`src/rtl/pt_walker.sv`:
```
module pt_walker #(
  parameter int IDX_W = 10,
  parameter int OFF_W = 12
) (
  input  logic                     clk,
  input  logic                     rst_n,
  input  logic                     xlat_en,
  input  logic [2*IDX_W+OFF_W-1:0] pt_base,
  input  logic                     req_valid,
  output logic                     req_ready,
  input  logic [2*IDX_W+OFF_W-1:0] req_va,
  input  logic [1:0]               req_acc,
  input  logic                     req_user,
  output logic                     rsp_valid,
  output logic                     rsp_fault,
  output logic [1:0]               rsp_cause,
  output logic [2*IDX_W+OFF_W-1:0] rsp_pa,
  output logic [2*IDX_W+OFF_W-1:0] rsp_fault_va,
  output logic                     mem_req,
  output logic                     mem_cas,
  output logic [2*IDX_W+OFF_W-1:0] mem_addr,
  output logic [2*IDX_W+OFF_W-1:0] mem_cmp,
  output logic [2*IDX_W+OFF_W-1:0] mem_wdata,
  input  logic                     mem_ack,
  input  logic [2*IDX_W+OFF_W-1:0] mem_rdata
);
  localparam int VA_W  = 2*IDX_W + OFF_W;
  localparam int PG_W  = VA_W - OFF_W;
  localparam int PAD_W = VA_W - IDX_W - 2;
  localparam int B_P = 0, B_R = 1, B_W = 2, B_X = 3, B_U = 4, B_A = 5;
  localparam logic [1:0] C_PAGE = 2'd0, C_PRIV = 2'd1, C_PERM = 2'd2;

  typedef enum logic [2:0] {S_IDLE, S_L1, S_L2, S_CHK, S_CAS, S_DONE, S_FLT} st_t;

  st_t              st;
  logic [VA_W-1:0]  va_q, base_q, leaf_q;
  logic [PG_W-1:0]  tbl_q;
  logic [1:0]       acc_q, cause_q;
  logic             usr_q, en_q, perm_ok;
  logic [VA_W-1:0]  l1_addr, l2_addr;

  assign l1_addr = base_q + {{PAD_W{1'b0}}, va_q[VA_W-1 -: IDX_W], 2'b00};
  assign l2_addr = {tbl_q, {OFF_W{1'b0}}} + {{PAD_W{1'b0}}, va_q[OFF_W +: IDX_W], 2'b00};

  always_comb begin
    case (acc_q)
      2'd0:    perm_ok = leaf_q[B_R];
      2'd1:    perm_ok = leaf_q[B_W];
      2'd2:    perm_ok = leaf_q[B_X];
      default: perm_ok = 1'b0;
    endcase
  end

  always_ff @(posedge clk) begin
    if (!rst_n) begin
      st      <= S_IDLE;
      va_q    <= '0;
      base_q  <= '0;
      leaf_q  <= '0;
      tbl_q   <= '0;
      acc_q   <= '0;
      cause_q <= C_PAGE;
      usr_q   <= 1'b0;
      en_q    <= 1'b0;
    end else begin
      case (st)
        S_IDLE: if (req_valid) begin
          va_q   <= req_va;
          base_q <= pt_base;
          acc_q  <= req_acc;
          usr_q  <= req_user;
          en_q   <= xlat_en;
          st     <= xlat_en ? S_L1 : S_DONE;
        end
        S_L1: if (mem_ack) begin
          if (!mem_rdata[B_P]) begin
            cause_q <= C_PAGE;
            st      <= S_FLT;
          end else begin
            tbl_q <= mem_rdata[VA_W-1:OFF_W];
            st    <= S_L2;
          end
        end
        S_L2: if (mem_ack) begin
          leaf_q <= mem_rdata;
          st     <= S_CHK;
        end
        S_CHK: begin
          if (!leaf_q[B_P]) begin
            cause_q <= C_PAGE;
            st      <= S_FLT;
          end else if (usr_q && !leaf_q[B_U]) begin
            cause_q <= C_PRIV;
            st      <= S_FLT;
          end else if (!perm_ok) begin
            cause_q <= C_PERM;
            st      <= S_FLT;
          end else if (!leaf_q[B_A]) begin
            st <= S_CAS;
          end else begin
            st <= S_DONE;
          end
        end
        S_CAS:  if (mem_ack) st <= S_DONE;
        default: st <= S_IDLE;
      endcase
    end
  end

  assign req_ready    = (st == S_IDLE);
  assign rsp_valid    = (st == S_DONE) || (st == S_FLT);
  assign rsp_fault    = (st == S_FLT);
  assign rsp_cause    = (st == S_FLT) ? cause_q : C_PAGE;
  assign rsp_pa       = (st != S_DONE) ? '0 :
                        en_q ? {leaf_q[VA_W-1:OFF_W], va_q[OFF_W-1:0]} : va_q;
  assign rsp_fault_va = (st == S_FLT) ? va_q : '0;

  assign mem_req   = (st == S_L1) || (st == S_L2) || (st == S_CAS);
  assign mem_cas   = (st == S_CAS);
  assign mem_addr  = (st == S_L1) ? l1_addr : l2_addr;
  assign mem_cmp   = leaf_q;
  assign mem_wdata = leaf_q | (VA_W'(1) << B_A);


  req_hold_chk: assert property (@(posedge clk) disable iff (!rst_n)
    mem_req && !mem_ack |=> mem_req && $stable(mem_addr) && $stable(mem_cas));


  rsp_pulse_chk: assert property (@(posedge clk) disable iff (!rst_n)
    rsp_valid |=> !rsp_valid && req_ready);


  bypass_chk: assert property (@(posedge clk) disable iff (!rst_n)
    req_valid && req_ready && !xlat_en |=> rsp_valid && !rsp_fault && !mem_req && rsp_pa == $past(req_va));


  cas_leaf_chk: assert property (@(posedge clk) disable iff (!rst_n)
    mem_cas |-> mem_cmp[B_P] && !mem_cmp[B_A] && mem_addr == $past(mem_addr));


  l1_absent_chk: assert property (@(posedge clk) disable iff (!rst_n)
    (st == S_L1) && mem_ack && !mem_rdata[B_P] |=> rsp_fault && rsp_cause == C_PAGE && rsp_fault_va == $past(va_q));


  bad_kind_chk: assert property (@(posedge clk) disable iff (!rst_n)
    (st == S_CHK) && leaf_q[B_P] && (!usr_q || leaf_q[B_U]) && acc_q == 2'd3 |=> rsp_fault && rsp_cause == C_PERM);


  pa_offset_chk: assert property (@(posedge clk) disable iff (!rst_n)
    rsp_valid && !rsp_fault |-> rsp_pa[OFF_W-1:0] == va_q[OFF_W-1:0]);
endmodule

```
`config.mk`:
```
export PLATFORM = sky130hd
export DESIGN_NAME = pt_walker
export DESIGN_NICKNAME = d
export VERILOG_FILES = /design/src/rtl/pt_walker.sv
export SDC_FILE = /design/constraint.sdc
export NUM_CORES = 1
export LEC_CHECK = 0
export BUFFER_PORTS_ARGS = -buffer_cell sky130_fd_sc_hd__buf_4
export CORE_ASPECT_RATIO = 0.5
export CORE_MARGIN = 4
export CORE_UTILIZATION = 40
export CTS_BUF_LIST = sky130_fd_sc_hd__clkbuf_4 sky130_fd_sc_hd__clkbuf_8 sky130_fd_sc_hd__clkbuf_16
export CTS_CLUSTER_SIZE = 40
export DETAILED_ROUTE_END_ITERATION = 6
export PLACE_DENSITY = 0.76
export SLEW_MARGIN = 15
export SYNTH_ARGS = -nofsm -noshare
export SYNTH_HDL_FRONTEND = slang
export SYNTH_SLANG_ARGS = --single-unit
```
`constraint.sdc`:
```
create_clock -name clk -period 2.4 [get_ports clk]
set_input_delay 0.12 -clock clk [delete_from_list [all_inputs] [get_ports clk]]
set_output_delay 0.12 -clock clk [all_outputs]
set_load 0.03 [all_outputs]
```
==> qor.yml <==
required_arrival_time_at_the_worst_endpoint_ns: 2.28
die_width_um: 191
finalHoldViolations: 0
mappedNetlistNets: 998
synth_area_um2: 6730
leakagePower_nw: 4.59
h-tree-depth: 4
fin_cells: 1463
drt-vias-per-instance: 5.17
overflow_left_after_global_routing: 0
power_switching_share_pct: 35.9
slowest_stage: "fa_2"
synth_warnings: 0
synth_enable_flop_cells: 0
cts.reportedPaths.clkPinSlew_ns: 0.06
timing.setup.critical_path_class: "flop to primary output"
gp_routability_congestion: 0.885
grt_start_max_net_pins: 87
cts_num_sinks: 125
num_antenna_cells: 0
seq_area_frac_synth_pct: 37.2
hpwl_um: 17600
setup_viol: 25
drt_drc_violations_left: 0
post_route_cells_drive_above_1_share_pct: 36.0
groute.layer.met1.usage_pct: 32.7
layout-area-overhead-vs-synth_pct: 62.4
hold_path.class: "primary input to flop"
most-common-layout-cells: "303 x buf_4, 282 x nand2_1, 121 x a21boi_0"
fin_nets: 1338
power_frac_clock_pct: 32.3
power.combinational.fraction_pct: 34.8
boundaryPins: 271
worstSetupEndpointType: "primary output"
min_delay_path_depth: 3
row_count: 33
grt-busiest-layer: "met2"
internal_power_w: 0.00505
cp_cell_sequence: "ha_4, fa_2, a211oi_2, o21bai_2, a221oi_2, buf_4, buf_2, nor2_1, xnor2_1, o21ai_2, buf_6"
failing_checks: "negative setup slack"
route.antenna.remaining_nets: 0
dr.pass1.iters: 5
finClkSkew_ns: 0.0104
sequentialPowerShare_pct: 32.9
synth-main-ff-cell: "dfxtp_1"
worst_setup_path_start_kind: "flop"
layout.core_utilization_pct: 66.5
detailroute.via_count: 7563
first_global_vias: 7450
antenna_violations_before_repair: 0
port-buffer-count: 269
global_route.usage.met2_pct: 45.8
grt.total_usage_pct: 26.4
dpl.cell_count: 1331
synthArstFlopShare_pct: 0
grt_setup_unrepaired: "yes"
max_slew_margin_pct: 48.4
die_area_um2: 19100
global_route_wire_length_before_repair_um: 40100
peak_freq_mhz: 354
layout_commonest_cell: "buf_4"
timing_max_transition_violations_final: 0
setup_ws_ns: -0.422
hold_start: "req_va[27]"
clkLatencyLatePin_ns: 0.41
timing_worst_slew_pin_value_ns: 0.774
data_arrival_time_of_the_worst_path_ns: 2.70
power.net_switching_w: 0.00283
die-height_um: 99.7
crit_path_start: "va_q[22]"
maxCapViolCount: 0
max-vdd-ir-drop_v: 0.000534
synth_cell_types: 48
grt_util_met3_pct: 4.31
coreArea_um2: 16400
tritoncts: "done"
status: "finished, violations left"
power_per_unit_of_standard_cell_area_nw_per_um2: 721
avgSynthCellArea_um2: 7.62
drt-initial-drc-count: 607
timing.critical_path.slowest_cell_delay_ns: 0.35
detail_route.wirelength_um: 26300
initial_core_util_pct: 40.9
worst-r2r-cell-count: 7
avgRoutedWirePerCell_um: 18.0
timing.critical_path.fanout_max: 5
syn_inst: 883
timing.final.crit_share_pct: 118
r2r_start: "st[0]"
clock_tree.buffer_depth: 2
synth.ff_latch_count: 125
cts-buffers-inserted: 17
minimum_clock_period_ns: 2.82
ctsRootBufferMaster: "clkbuf_16"
==> area by class of cell <==
type / instances / area (um^2)
clock buffers: 22 / 469
clock inverters: 10 / 116
fillers: 1261 / 5510
inverters: 2 / 7.51
multi-input cells: 663 / 4100
flip-flops and latches: 125 / 2520
well taps: 227 / 284
repair buffers: 414 / 3430
==> kinds of logic (layout without fill, tap and decap cells) <==
logic type | count (synthesis) | in the layout | synth area share, %
flops | 125 | 125 | 37.2
fa+ha+maj | 11 | 11 | 2.16
other cells | 1 | 1 | 0.0557
buf+inv | 96 | 448 | 7.23
compound gates | 192 | 193 | 19.9
mux | 22 | 22 | 3.29
xor+xnor | 27 | 27 | 3.52
simple gates | 409 | 409 | 26.6
==> stage by stage <==
step                area, um^2  hold WS [ns]  setup slack, ns  total power, W  setup TNS (ns)
floorplan                 6810         0.265           0.0176         0.00400               0
global placement          9000         0.382          -0.0144         0.00491         -0.0211
detailed placement        9000         0.389           -0.107         0.00496          -0.394
CTS                      10800       0.00268           -0.388         0.00776           -5.60
global route             10900       0.00417           -0.552         0.00823           -9.63
finish                   10900      0.000991           -0.422         0.00788           -7.11
==> per-layer routing <==
layer	part of all wire, %	up-vias
li1	-	3567
met1	40	3557
met2	49	354
met3	7.3	85
met4	3.6	0
met5	0	-
==> cells in the mapped netlist, types with 15 or more instances <==
cell	instances	area [um^2]
dfxtp_1	125	2500
and3_1	15	93.8
nand2_1	284	1070
nor2_1	32	120
o21ai_0	33	165
buf_4	32	240
xor2_1	19	166
clkbuf_1	56	210
mux2i_1	21	210
and2_1	42	263
a21boi_0	121	908
==> power groups by stage <==
stage          registers [W]  logic [W]  clock network, W
2_1_floorplan        0.00254    0.00146                 0
6_report             0.00259    0.00274           0.00255
4_1_cts              0.00257    0.00264           0.00256
5_1_grt              0.00262    0.00293           0.00268
3_5_place_dp         0.00259    0.00237                 0
3_3_place_gp         0.00258    0.00233                 0
==> critical path: cells and delay by family, from the launching register on <==
kind / cells / cell delay (ns)
flops: 1 / 0.34
simple gates: 1 / 0.08
xor+xnor: 1 / 0.14
compound gates: 4 / 0.73
fa+ha+maj: 2 / 0.52
buf+inv: 3 / 0.49
==> state kept, by name, indices dropped and copies added, names as in the netlist <==
name	count
acc_q	2
base_q	32
cause_q	2
en_q	1
mem_cmp	32
st	3
tbl_q	20
usr_q	1
va_q	32
==> worst paths after layout <==
check	slack [ns]	endpoint
setup reg to reg	0.35	tbl_q[3]
setup / recovery	-0.42	mem_addr[16]
hold / removal	0.001	va_q[27]
hold reg to reg	0.46	usr_q
==> timing repair <==
item                       4_1_cts  5_1_grt
buffers inserted                13        3
setup endpoints to repair       24       81
pin swaps                       42       16
gates resized for setup         82       15
hold buffers                    82        0
gates cloned                     3        0
hold endpoints to repair        82        0
(Power assumes the default switching activity.)
